==> src/rtl/hri_pkg.sv <==
package hri_pkg;

    localparam int DW       = 8;
    localparam int AW       = 3;
    localparam int NSEL     = 10;
    localparam int NINT     = 6;
    localparam int BANK_BIT = 7;

    typedef enum logic [3:0] {
        SEL_DATA = 4'd0,
        SEL_IER  = 4'd1,
        SEL_IIR  = 4'd2,
        SEL_LCR  = 4'd3,
        SEL_MCR  = 4'd4,
        SEL_LSR  = 4'd5,
        SEL_MSR  = 4'd6,
        SEL_SCR  = 4'd7,
        SEL_DLL  = 4'd8,
        SEL_DLM  = 4'd9
    } sel_e;

    // positions of the locally held registers in the internal store
    localparam int K_IER = 0;
    localparam int K_LCR = 1;
    localparam int K_MCR = 2;
    localparam int K_SCR = 3;
    localparam int K_DLL = 4;
    localparam int K_DLM = 5;

    typedef struct packed {
        logic rd;
        logic wr;
    } acc_t;

    function automatic sel_e map_sel(logic [AW-1:0] a, logic bank);
        sel_e s;
        if (bank && a == AW'(0))      s = SEL_DLL;
        else if (bank && a == AW'(1)) s = SEL_DLM;
        else                          s = sel_e'({1'b0, a});
        return s;
    endfunction

    function automatic logic [NSEL-1:0] sel_onehot(sel_e s);
        return NSEL'(1) << s;
    endfunction

endpackage

==> src/rtl/hri_qualify.sv <==
module hri_qualify
    import hri_pkg::*;
(
    input  logic clk,
    input  logic rst,
    input  logic cs_a,
    input  logic cs_b,
    input  logic cs_n,
    input  logic rd_p,
    input  logic rd_n,
    input  logic wr_p,
    input  logic wr_n,
    output acc_t acc
);

    logic sel_ok;
    logic rd_req;
    logic wr_req;

    always_comb begin
        sel_ok = cs_a & cs_b & ~cs_n;
        rd_req = sel_ok & rd_p & ~rd_n;
        wr_req = sel_ok & wr_p & ~wr_n;
        acc.rd = rd_req;
        acc.wr = wr_req & ~rd_req;
    end

    AST_RD_NEEDS_STROBES: assert property (@(posedge clk) disable iff (rst)
        acc.rd |-> (rd_p && !rd_n));

    AST_WR_NEEDS_STROBES: assert property (@(posedge clk) disable iff (rst)
        acc.wr |-> (wr_p && !wr_n));

endmodule

==> src/rtl/hri_decode.sv <==
module hri_decode
    import hri_pkg::*;
(
    input  logic [AW-1:0]   addr,
    input  logic            bank,
    output sel_e            sel,
    output logic [NSEL-1:0] sel_vec
);

    always_comb begin
        sel     = map_sel(addr, bank);
        sel_vec = sel_onehot(sel);
    end

endmodule

==> src/rtl/hri_regfile.sv <==
module hri_regfile
    import hri_pkg::*;
(
    input  logic                     clk,
    input  logic                     rst,
    input  logic [DW-1:0]            wdata,
    input  logic [NINT-1:0]          wr_int,
    output logic [NINT-1:0][DW-1:0]  q
);

    for (genvar k = 0; k < NINT; k++) begin : g_reg
        always_ff @(posedge clk or posedge rst) begin
            if (rst)            q[k] <= '0;
            else if (wr_int[k]) q[k] <= wdata;
        end
    end

    AST_LCR_HOLD: assert property (@(posedge clk) disable iff (rst)
        !wr_int[K_LCR] |=> $stable(q[K_LCR]));

    AST_SCR_HOLD: assert property (@(posedge clk) disable iff (rst)
        !wr_int[K_SCR] |=> $stable(q[K_SCR]));

endmodule

==> src/rtl/hri_rdmux.sv <==
module hri_rdmux
    import hri_pkg::*;
(
    input  logic                     rd,
    input  logic [NSEL-1:0]          sel_vec,
    input  logic [NSEL-1:0][DW-1:0]  slots,
    output logic [DW-1:0]            rdata
);

    always_comb begin
        rdata = '0;
        for (int i = 0; i < NSEL; i++) begin
            rdata = rdata | (slots[i] & {DW{rd & sel_vec[i]}});
        end
    end

endmodule

==> src/rtl/hri_top.sv <==
module hri_top
    import hri_pkg::*;
(
    input  logic                clk,
    input  logic                rst,
    input  logic [AW-1:0]       addr,
    input  logic [DW-1:0]       wdata,
    input  logic                cs_a,
    input  logic                cs_b,
    input  logic                cs_n,
    input  logic                rd_p,
    input  logic                rd_n,
    input  logic                wr_p,
    input  logic                wr_n,
    input  logic [DW-1:0]       rbr_data,
    input  logic [DW-1:0]       iir_data,
    input  logic [DW-1:0]       lsr_data,
    input  logic [DW-1:0]       msr_data,
    output logic [DW-1:0]       rdata,
    output logic                rvalid,
    output logic [NSEL-1:0]     wr_stb,
    output logic [NSEL-1:0]     rd_stb,
    output logic [DW-1:0]       ier_q,
    output logic [DW-1:0]       lcr_q,
    output logic [DW-1:0]       mcr_q,
    output logic [2*DW-1:0]     divisor_q
);

    acc_t                    acc;
    sel_e                    sel;
    logic [NSEL-1:0]         sel_vec;
    logic [NINT-1:0]         wr_int;
    logic [NINT-1:0][DW-1:0] reg_q;
    logic [NSEL-1:0][DW-1:0] slots;

    hri_qualify u_qual (
        .clk  (clk),
        .rst  (rst),
        .cs_a (cs_a),
        .cs_b (cs_b),
        .cs_n (cs_n),
        .rd_p (rd_p),
        .rd_n (rd_n),
        .wr_p (wr_p),
        .wr_n (wr_n),
        .acc  (acc)
    );

    hri_decode u_dec (
        .addr    (addr),
        .bank    (reg_q[K_LCR][BANK_BIT]),
        .sel     (sel),
        .sel_vec (sel_vec)
    );

    always_comb begin
        wr_stb = sel_vec & {NSEL{acc.wr}};
        rd_stb = sel_vec & {NSEL{acc.rd}};
        rvalid = acc.rd;

        wr_int[K_IER] = wr_stb[SEL_IER];
        wr_int[K_LCR] = wr_stb[SEL_LCR];
        wr_int[K_MCR] = wr_stb[SEL_MCR];
        wr_int[K_SCR] = wr_stb[SEL_SCR];
        wr_int[K_DLL] = wr_stb[SEL_DLL];
        wr_int[K_DLM] = wr_stb[SEL_DLM];

        slots[SEL_DATA] = rbr_data;
        slots[SEL_IER]  = reg_q[K_IER];
        slots[SEL_IIR]  = iir_data;
        slots[SEL_LCR]  = reg_q[K_LCR];
        slots[SEL_MCR]  = reg_q[K_MCR];
        slots[SEL_LSR]  = lsr_data;
        slots[SEL_MSR]  = msr_data;
        slots[SEL_SCR]  = reg_q[K_SCR];
        slots[SEL_DLL]  = reg_q[K_DLL];
        slots[SEL_DLM]  = reg_q[K_DLM];

        ier_q     = reg_q[K_IER];
        lcr_q     = reg_q[K_LCR];
        mcr_q     = reg_q[K_MCR];
        divisor_q = {reg_q[K_DLM], reg_q[K_DLL]};
    end

    hri_regfile u_regs (
        .clk    (clk),
        .rst    (rst),
        .wdata  (wdata),
        .wr_int (wr_int),
        .q      (reg_q)
    );

    hri_rdmux u_mux (
        .rd      (acc.rd),
        .sel_vec (sel_vec),
        .slots   (slots),
        .rdata   (rdata)
    );

    AST_ACCESS_NEEDS_CS: assert property (@(posedge clk) disable iff (rst)
        (rvalid || (wr_stb != '0)) |-> (cs_a && cs_b && !cs_n));

    AST_RDATA_IDLE_ZERO: assert property (@(posedge clk) disable iff (rst)
        !rvalid |-> (rdata == '0));

    AST_READ_WINS: assert property (@(posedge clk) disable iff (rst)
        rvalid |-> (wr_stb == '0));

    AST_DIVISOR_NEEDS_BANK: assert property (@(posedge clk) disable iff (rst)
        (wr_stb[SEL_DLL] || wr_stb[SEL_DLM]) |-> lcr_q[BANK_BIT]);

    AST_RD_ONE_SLOT: assert property (@(posedge clk) disable iff (rst)
        rvalid |-> $onehot(rd_stb));

endmodule

==> config.mk <==
export PLATFORM = sky130hd
export DESIGN_NAME = hri_top
export DESIGN_NICKNAME = d
export VERILOG_FILES = /design/src/rtl/hri_pkg.sv /design/src/rtl/hri_qualify.sv /design/src/rtl/hri_decode.sv /design/src/rtl/hri_regfile.sv /design/src/rtl/hri_rdmux.sv /design/src/rtl/hri_top.sv
export SDC_FILE = /design/constraint.sdc
export NUM_CORES = 1
export LEC_CHECK = 0
export ABC_AREA = 1
export CELL_PAD_IN_SITES_DETAIL_PLACEMENT = 0
export CELL_PAD_IN_SITES_GLOBAL_PLACEMENT = 1
export CORE_MARGIN = 10
export CORE_UTILIZATION = 37
export CTS_BUF_LIST = sky130_fd_sc_hd__clkbuf_8
export CTS_CLUSTER_DIAMETER = 30
export DETAILED_ROUTE_END_ITERATION = 8
export DONT_BUFFER_PORTS = 1
export GPL_TIMING_DRIVEN = 0
export HOLD_SLACK_MARGIN = 0.08
export PLACE_DENSITY = 0.79
export SETUP_SLACK_MARGIN = 0.3
export SLEW_MARGIN = 25
export SYNTH_ARGS = -nofsm -noshare
export SYNTH_HDL_FRONTEND = slang
export SYNTH_SLANG_ARGS = --single-unit
==> constraint.sdc <==
create_clock -name clk -period 2.1 [get_ports clk]
set_clock_uncertainty 0.1 [all_clocks]
set_input_delay 0.525 -clock clk [delete_from_list [all_inputs] [get_ports clk]]
set_output_delay 0.525 -clock clk [all_outputs]
set_load 0.01 [all_outputs]
==> results of run 1 <==
## per-layer routing
metal | vias to the layer above | GRT usage [%]
met5 | - | 0
met4 | 0 | 3.84
met3 | 13 | 4.09
met2 | 128 | 30.4
met1 | 1523 | 23.7
li1 | 1459 | -
## cells in the final DEF, fill, tap and decap left out, types with 4 or more instances in the layout
| master | Yosys | final |
|---|---|---|
| nand2_1 | 83 | 75 |
| buf_4 | 42 | 66 |
| nand3_1 | 81 | 59 |
| dfrtp_1 | 48 | 48 |
| o21ai_1 | 31 | 34 |
| inv_1 | 41 | 24 |
| o21ai_2 | 20 | 22 |
| nand3_2 | 0 | 21 |
| nor2_4 | 3 | 16 |
| buf_12 | 0 | 12 |
| buf_6 | 6 | 12 |
| nand2_8 | 0 | 11 |
| nor2_1 | 22 | 11 |
| nor3_4 | 1 | 9 |
| nand2_2 | 4 | 6 |
| clkinv_8 | 0 | 5 |
| nor2_2 | 2 | 5 |
| clkbuf_8 | 0 | 5 |
| inv_4 | 0 | 4 |
## cell usage after synthesis (all sizes together)
master	n
nand2	94
nand3	83
o21ai	56
buf	52
dfrtp	48
inv	45
nor2	30
nor3	9
clkbuf	3
and2	1
nor4	1
## where the power goes
group / switching (mW) / internal [mW] / leakage, nW
combinational: 0.233 / 0.161 / 1.59
sequential: 0.0386 / 0.965 / 0.662
clock: 0.332 / 0.359 / 0.0548
## worst min-delay path: stages (launching register included)
cell	delay, ns
dfrtp_1	0.36
nand2_1	0.05
o21ai_1	0.06
## worst paths after layout
kind	from	slack (ns)	cells past startpoint	endpoint
max in group asynchronous	rst	0.83	3	u_regs.q[43]
worst max-delay path	u_regs.q[15]	-0.14	9	rdata[6]
worst max register to register	u_regs.q[15]	0.37	10	u_regs.q[32]
worst min register to register	u_regs.q[24]	0.41	2	u_regs.q[24]
worst min-delay path	u_regs.q[24]	0.41	2	u_regs.q[24]
min in group asynchronous	rst	0.56	2	u_regs.q[37]
## cell type report
type / instances / share of cell area (%)
multi-input combinational: 279 / 41.3
sequential: 48 / 25.3
buffer: 55 / 10.9
timing repair buffer: 43 / 9.56
inverter: 45 / 7.64
tap: 108 / 2.84
clock buffer: 5 / 1.45
clock inverter: 3 / 0.974
## what timing repair did
item | 4_1_cts | 5_1_grt
gates cloned | 6 | 0
endpoints found under the hold margin | 17 | 0
pin swaps | 32 | 18
hold buffers | 1 | 0
resized for setup | 49 | 47
buffers inserted | 27 | 13
setup endpoints to repair | 28 | 28
## logic make-up after synthesis
group	after synthesis	synth area share, %
AO/OA/AOI/OAI	56	10.9
AND/OR/NAND/NOR	218	34.3
flip-flops	48	36.8
buffers and inverters	100	18.0
## through the flow
stage	TNS [ns]	power, mW	cell area (um^2)	instances	hold slack, ns
6_report	-1.15	2.09	4750	586	0.409
5_1_grt	-2.18	2.18	4750	586	0.420
2_1_floorplan	0	1.25	3630	422	0.360
4_1_cts	-1.05	2.08	4430	573	0.407
3_5_place_dp	-0.434	1.32	3790	531	0.332
3_3_place_gp	-11.69	1.31	3770	530	0.373
==> results.py, run 1 <==
metrics = {
    "clocking": {
        "clk_path_buf_depth": 2,
        "clock_sinks": 48,
        "cts-root-buf": "clkbuf_8",
        "cts_buffers": 5,
        "cts.clk_slew.worst_paths_ns": 0.10,
        "clkLatencyLatePin_ns": 0.31,
        "htreeDepth": 2,
        "cts_tree": "yes",
    },
    "floorplanning": {
        "num_rows": 34,
        "core_area_um2": 8640,
        "die_width_um": 114,
        "start_util_pct": 37.8,
        "die_area_um2": 13000,
        "ios": 121,
        "die_y_um": 114,
    },
    "final_layout": {
        "top_register": "u_regs.q",
        "final_util_pct": 55.0,
        "multi_input_area_um2": 1960,
        "drive_gt1_share_pct": 47.3,
        "reg.largest.list": "u_regs.q: 48 flops",
        "area_growth_syn_to_layout_pct": 45.6,
        "register_area_um2": 1200,
        "fill_cells": 798,
        "fin_nets": 529,
        "largest_reg_flops": 48,
        "diodes": 0,
    },
    "logic_synthesis": {
        "syn_inst": 422,
        "netlist.area_leader.share_pct": 36.8,
        "yosys.area.top_type": "dfrtp_1",
        "synth-warning-count": 0,
        "synth_area_leaders": "dfrtp_1 37%, nand3_1 12%, buf_4 9.7%",
        "yosysSeqAreaShare_pct": 36.8,
        "yosys.cell_types.count": 25,
        "synthesis.nets": 474,
        "syn_area_per_cell_um2": 7.73,
        "ys_ff_latch": 48,
        "syn-cell-area_um2": 3260,
    },
    "setup_path": {
        "cpPeakStageDelay_ns": 0.40,
        "cp-end-kind": "output port",
        "arrival_ns": 1.61,
        "cp-start-kind": "flop",
        "slowest_stage": "dfrtp_1",
        "crit_family": "simple AND/OR/NAND/NOR gates",
        "required_ns": 1.47,
        "crit_fanout": 7,
        "crit_chain": "clkinvlp_4 -> buf_12 -> nand2_8 -> nor2_4 -> buf_12 -> nand3_2 -> nand2_1 -> nor2_1 -> nand3_2",
        "crit_buf_inv": 3,
        "path_class": "flop to output port",
    },
    "routing": {
        "routed_via_density": 5.33,
        "routed-via-count": 3123,
        "top_layer": "met4",
        "drc": 0,
        "drt_iter0_drc": 248,
        "dr_wl_met3_um": 857,
        "wirelength_mm": 12.3,
        "wl_met2_mm": 6.22,
        "postRouteAntennaNets": 0,
        "drt_pre_antenna_iters": 4,
        "wl_met1_mm": 5.04,
        "post_drt_wl_per_cell_um": 21.0,
    },
    "timing": {
        "finalSetupViolCount": 12,
        "rsz0062_at_grt": "true",
        "clock.fmax_mhz": 447,
        "hold_viol_final": 0,
        "worstMarginPinSlew_ns": 0.481,
        "relSlewSlack_pct": 67.9,
        "setup_ws_ns": -0.137,
        "min_period_over_period_pct": 107,
        "drv_slew": 0,
        "period_minus_slack_ns": 2.24,
    },
    "run_status": {
        "outcome": "finished, violations left",
        "violations": "negative setup slack",
    },
    "global_route": {
        "overflow": 0,
        "grt_max_degree": 32,
        "grt_pass1_wl_mm": 18.5,
        "track_usage_pct": 18.3,
        "grt_pass1_vias": 3068,
        "antenna_found_initial": 0,
    },
    "placed_design": {
        "dp_hpwl_mm": 8.77,
        "place_congestion": 0.858,
        "place_worst_setup_slack_ns": -0.108,
        "port_buffers": 0,
    },
    "power_and_ir_drop": {
        "p_leak_nw": 2.31,
        "p_per_area_nw_per_um2": 440,
        "peakVddDrop_mv": 0.370,
    },
    "worst_hold_path": {
        "hold_class": "flop to flop",
    },
    "run": {
        "max_cap_viol_count": 0,
    },
}
(Power assumes the default switching activity.)
==> run 2: changes to the inputs <==
--- a/config.mk
+++ b/config.mk
@@ -6,17 +6,17 @@
 export NUM_CORES = 1
 export LEC_CHECK = 0
 export ABC_AREA = 1
+export BUFFER_PORTS_ARGS = -buffer_cell sky130_fd_sc_hd__buf_2
 export CELL_PAD_IN_SITES_DETAIL_PLACEMENT = 0
 export CELL_PAD_IN_SITES_GLOBAL_PLACEMENT = 1
 export CORE_MARGIN = 10
-export CORE_UTILIZATION = 37
-export CTS_BUF_LIST = sky130_fd_sc_hd__clkbuf_8
+export CORE_UTILIZATION = 35
+export CTS_BUF_LIST = sky130_fd_sc_hd__clkbuf_16
 export CTS_CLUSTER_DIAMETER = 30
 export DETAILED_ROUTE_END_ITERATION = 8
-export DONT_BUFFER_PORTS = 1
 export GPL_TIMING_DRIVEN = 0
 export HOLD_SLACK_MARGIN = 0.08
-export PLACE_DENSITY = 0.79
+export PLACE_DENSITY = 0.91
 export SETUP_SLACK_MARGIN = 0.3
 export SLEW_MARGIN = 25
 export SYNTH_ARGS = -nofsm -noshare
==> results.py, run 2 (synthesis gave the netlist of run 1 again) <==
metrics = {
    "run_status": {
        "outcome": "finished, violations left",
        "violations": "negative setup slack",
    },
    "timing": {
        "finalSetupViolCount": 23,
        "clock.fmax_mhz": 427,
        "relSlewSlack_pct": 69.0,
        "setup_ws_ns": -0.244,
        "worstMarginPinSlew_ns": 0.464,
        "min_period_over_period_pct": 112,
        "hold_viol_final": 0,
        "whs_ns": 0.0905,
        "drv_slew": 0,
        "period_minus_slack_ns": 2.34,
        "tns_ns": -3.45,
        "rsz0062_at_grt": "true",
    },
    "final_layout": {
        "final_cell_area_um2": 5610,
        "drive_gt1_share_pct": 59.1,
        "layout_commonest_cell": "buf_2",
        "top_register": "u_regs.q",
        "largest_reg_flops": 48,
        "final-instance-count-excl-fill": 710,
        "area_growth_syn_to_layout_pct": 71.8,
        "diodes": 0,
        "most-common-layout-cells": "97 x buf_2, 76 x nand2_1, 66 x buf_4",
        "reg.largest.list": "u_regs.q: 48 flops",
        "final_util_pct": 61.3,
        "fin_nets": 650,
    },
    "setup_path": {
        "cp-end-kind": "output port",
        "cp-start-kind": "input port",
        "required_ns": 1.47,
        "arrival_ns": 1.72,
        "timing.rr.end": "u_regs.q[40]",
        "reg2reg_depth": 9,
        "r2r_setup_slack_ns": 0.45,
        "crit_fanout": 5,
        "path_class": "input port to output port",
        "reg2reg_from": "u_regs.q[15]",
    },
    "floorplanning": {
        "start_util_pct": 35.7,
        "die_width_um": 117,
        "die_y_um": 117,
        "core_area_um2": 9150,
        "ios": 121,
        "num_rows": 35,
        "die_area_um2": 13600,
    },
    "run": {
        "max_cap_viol_count": 0,
    },
    "placed_design": {
        "placed_cell_area_um2": 4390,
        "place_congestion": 0.865,
        "dp_hpwl_mm": 8.98,
        "port_buffers": 119,
        "dp_cells": 653,
    },
    "clocking": {
        "clk_path_buf_depth": 2,
        "cts_tree": "yes",
        "cts.clk_slew.worst_paths_ns": 0.07,
        "htreeDepth": 2,
        "holdBufCountCts": 0,
        "clock_sinks": 48,
        "clkLatencyLatePin_ns": 0.29,
        "cts_buffers": 5,
        "cts-root-buf": "clkbuf_16",
    },
    "routing": {
        "postRouteAntennaNets": 0,
        "drt_pre_antenna_iters": 5,
        "post_drt_wl_per_cell_um": 18.9,
        "drc": 0,
        "drt_iter0_drc": 424,
        "wirelength_mm": 13.5,
        "routed_via_density": 5.05,
        "routed-via-count": 3586,
    },
    "global_route": {
        "antenna_found_initial": 0,
        "grt_pass1_wl_mm": 20.1,
        "track_usage_pct": 19.1,
        "grt_pass1_vias": 3682,
        "grt_max_degree": 34,
        "overflow": 0,
    },
    "power_and_ir_drop": {
        "p_leak_nw": 2.97,
        "peakVddDrop_mv": 0.381,
        "p_per_area_nw_per_um2": 438,
    },
    "worst_hold_path": {
        "hold_class": "input port to asynchronous set/reset pin",
    },
}
-- run 2: critical path: stages --
cell and delay, ns:
buf_8 0.11, inv_12 0.04, nand3_4 0.07, nor2_4 0.17
buf_6 0.14, buf_16 0.12, clkbuf_16 0.16, nand3_2 0.07
nand2_1 0.08, nor2_2 0.05, nand3_2 0.08, buf_6 0.10
-- run 2: worst max-delay path by stage --
stage / from / to / cells past startpoint
6_report: cs_n / rdata[3] / 12
5_1_grt: cs_n / rdata[0] / 12
4_1_cts: u_regs.q[15] / rdata[3] / 10
3_5_place_dp: cs_n / rdata[4] / 11
3_3_place_gp: cs_n / rdata[1] / 11
2_1_floorplan: addr[0] / rdata[0] / 6
-- run 2: final cells by class --
cell class / instances / area [um^2]
fillers: 751 / 3550
multi-input cells: 277 / 1930
repair buffers: 166 / 1350
flip-flops and latches: 48 / 1200
plain buffers: 55 / 523
inverters: 45 / 293
well taps: 111 / 139
clock buffers: 5 / 125
clock inverters: 3 / 46.3
-- run 2: metal layers --
layer / track usage [%] / vias to the layer above / part of all wire (%)
met5: 0 / - / 0
met4: 6.26 / 0 / 2.6
met3: 2.67 / 25 / 7.9
met2: 32.1 / 168 / 51
met1: 24.5 / 1698 / 38
li1: - / 1695 / -
-- run 2: power breakdown --
part	internal (mW)	leakage [nW]	switching, mW
clock	0.567	0.0804	0.374
sequential	0.965	0.662	0.0386
combinational	0.237	2.22	0.276
total	1.77	2.97	0.689
-- run 2: per-stage QoR --
stage	total power, mW	setup WS, ns
floorplan	1.25	0.155
global placement	1.39	-0.326
detailed placement	1.40	-0.337
CTS	2.44	-0.198
global route	2.55	-0.308
finish	2.46	-0.244
-- run 2: timing repair --
item | 4_1_cts | 5_1_grt
gates cloned | 7 | 2
hold endpoints to repair | 0 | 0
gates resized for setup | 77 | 37
endpoints found under the setup margin | 29 | 29
setup buffers | 32 | 8
pin swaps | 34 | 14
==> run 3: changes to the inputs <==
--- a/config.mk
+++ b/config.mk
@@ -16,6 +16,7 @@
 export DETAILED_ROUTE_END_ITERATION = 8
 export GPL_TIMING_DRIVEN = 0
 export HOLD_SLACK_MARGIN = 0.08
+export MAX_ROUTING_LAYER = met4
 export PLACE_DENSITY = 0.91
 export SETUP_SLACK_MARGIN = 0.3
 export SLEW_MARGIN = 25
==> results.py, run 3 (synthesis gave the netlist of run 1 again) <==
metrics = {
    "run_status": {
        "outcome": "finished, violations left",
        "violations": "negative setup slack",
    },
    "clocking": {
        "clk_path_buf_depth": 2,
        "clkLatencyLatePin_ns": 0.29,
        "cts_tree": "yes",
        "cts_buffers": 5,
        "htreeDepth": 2,
        "clock_sinks": 48,
        "cts.clk_slew.worst_paths_ns": 0.07,
        "cts-root-buf": "clkbuf_16",
        "holdBufCountCts": 0,
    },
    "final_layout": {
        "multi_input_area_um2": 1940,
        "diodes": 0,
        "top_register": "u_regs.q",
        "final_cell_area_um2": 5760,
        "fill_cells": 711,
        "drive_gt1_share_pct": 59.6,
        "reg.largest.list": "u_regs.q: 48 flops",
        "register_area_um2": 1200,
        "most-common-layout-cells": "92 x buf_2, 78 x nand2_1, 67 x buf_4",
        "largest_reg_flops": 48,
        "fin_nets": 657,
        "layout_commonest_cell": "buf_2",
        "area_growth_syn_to_layout_pct": 76.5,
    },
    "global_route": {
        "gr-usage-met1_pct": 24.4,
        "grt_pass1_wl_mm": 20.1,
        "antenna_found_initial": 0,
        "grtUsageMet3_pct": 2.52,
        "grt.busiest_layer": "met2",
        "track_usage_pct": 19.5,
        "grt_pass1_vias": 3696,
        "grt.met2_usage_pct": 32.2,
        "overflow": 0,
        "grt_max_degree": 34,
    },
    "run": {
        "max_cap_viol_count": 0,
    },
    "floorplanning": {
        "ios": 121,
        "start_util_pct": 35.7,
        "die_y_um": 117,
        "num_rows": 35,
        "die_area_um2": 13600,
        "core_area_um2": 9150,
        "die_width_um": 117,
    },
    "timing": {
        "hold_viol_final": 0,
        "min_period_over_period_pct": 112,
        "setup_ws_ns": -0.259,
        "clock.fmax_mhz": 424,
        "rsz0062_at_grt": "true",
        "whs_ns": 0.0931,
        "worstMarginPinSlew_ns": 0.462,
        "drv_slew": 0,
        "relSlewSlack_pct": 69.2,
        "period_minus_slack_ns": 2.36,
        "tns_ns": -3.68,
        "finalSetupViolCount": 22,
    },
    "setup_path": {
        "path_class": "input port to output port",
        "cp-end-kind": "output port",
        "arrival_ns": 1.73,
        "cp-start-kind": "input port",
        "crit_chain": "buf_8 -> inv_12 -> nand3_4 -> nor2_4 -> buf_6 -> buf_16 -> clkbuf_16 -> nand3_2 -> nand2_1 -> nor2_2 -> nand3_2 -> buf_6",
        "crit_family": "buffers and inverters",
        "required_ns": 1.47,
        "cpPeakStageDelay_ns": 0.18,
        "slowest_stage": "nor2_4",
        "crit_fanout": 5,
        "crit_buf_inv": 6,
    },
    "routing": {
        "postRouteAntennaNets": 0,
        "drt_iter0_drc": 344,
        "wirelength_mm": 13.7,
        "drc": 0,
        "routed-via-count": 3638,
        "routed_via_density": 5.07,
        "drt_pre_antenna_iters": 5,
        "post_drt_wl_per_cell_um": 19.1,
    },
    "power_and_ir_drop": {
        "peakVddDrop_mv": 0.383,
        "p_leak_nw": 3.02,
        "p_per_area_nw_per_um2": 430,
    },
    "placed_design": {
        "dp_hpwl_mm": 8.98,
        "port_buffers": 119,
        "placed_cell_area_um2": 4390,
        "place_congestion": 0.879,
    },
    "worst_hold_path": {
        "hold_class": "input port to asynchronous set/reset pin",
    },
}
[run 3: changes by cell type in the layout (fill, tap and decap cells not counted), sizes merged]
cell,delta
buf,+6
clkbuf,+1
clkinv,+1
inv,-1
[run 3: per-layer routing]
metal	wire length [um]	vias up
met5	0	-
met4	345	0
met3	1120	25
met2	7040	183
met1	5220	1722
li1	-	1708
[run 3: timing repair]
action / CTS / global route
endpoints found under the hold margin: 0 / 0
gates cloned: 7 / 2
endpoints found under the setup margin: 29 / 29
gates resized for setup: 77 / 56
setup buffers: 32 / 15
pin swaps: 34 / 14
[run 3: stage by stage]
stage / util (%) / power (mW) / setup WS, ns / instances
2_1_floorplan: - / 1.25 / 0.155 / 422
3_3_place_gp: 47.7 / 1.39 / -0.326 / 652
3_5_place_dp: 48.0 / 1.40 / -0.337 / 653
4_1_cts: 58.5 / 2.44 / -0.198 / 700
5_1_grt: 62.9 / 2.57 / -0.318 / 717
6_report: 62.9 / 2.48 / -0.259 / 717
[run 3: report_power, final]
group	switching (mW)	internal, mW	leakage [nW]
Sequential	0.0387	0.965	0.662
Clock	0.374	0.567	0.0804
Combinational	0.283	0.252	2.28
[run 3: worst paths after layout]
check / from / to / slack, ns / cells after the start
hold reg to reg: u_regs.q[30] / u_regs.q[30] / 0.40 / 2
setup reg to reg: u_regs.q[15] / u_regs.q[40] / 0.45 / 9
hold / removal: rst / u_regs.q[38] / 0.09 / 2
max in group asynchronous: rst / u_regs.q[41] / 1.29 / 3
min in group clk: u_regs.q[30] / u_regs.q[30] / 0.40 / 2
setup / recovery: cs_n / rdata[3] / -0.26 / 12
[run 3: cell type report]
class,instances,area share [%]
clock buffers,5,2.17
plain buffers,55,9.34
inverters,45,5.39
well taps,111,2.41
clock inverters,3,0.804
flip-flops and latches,48,20.9
repair buffers,173,25.4
multi-input cells,277,33.6
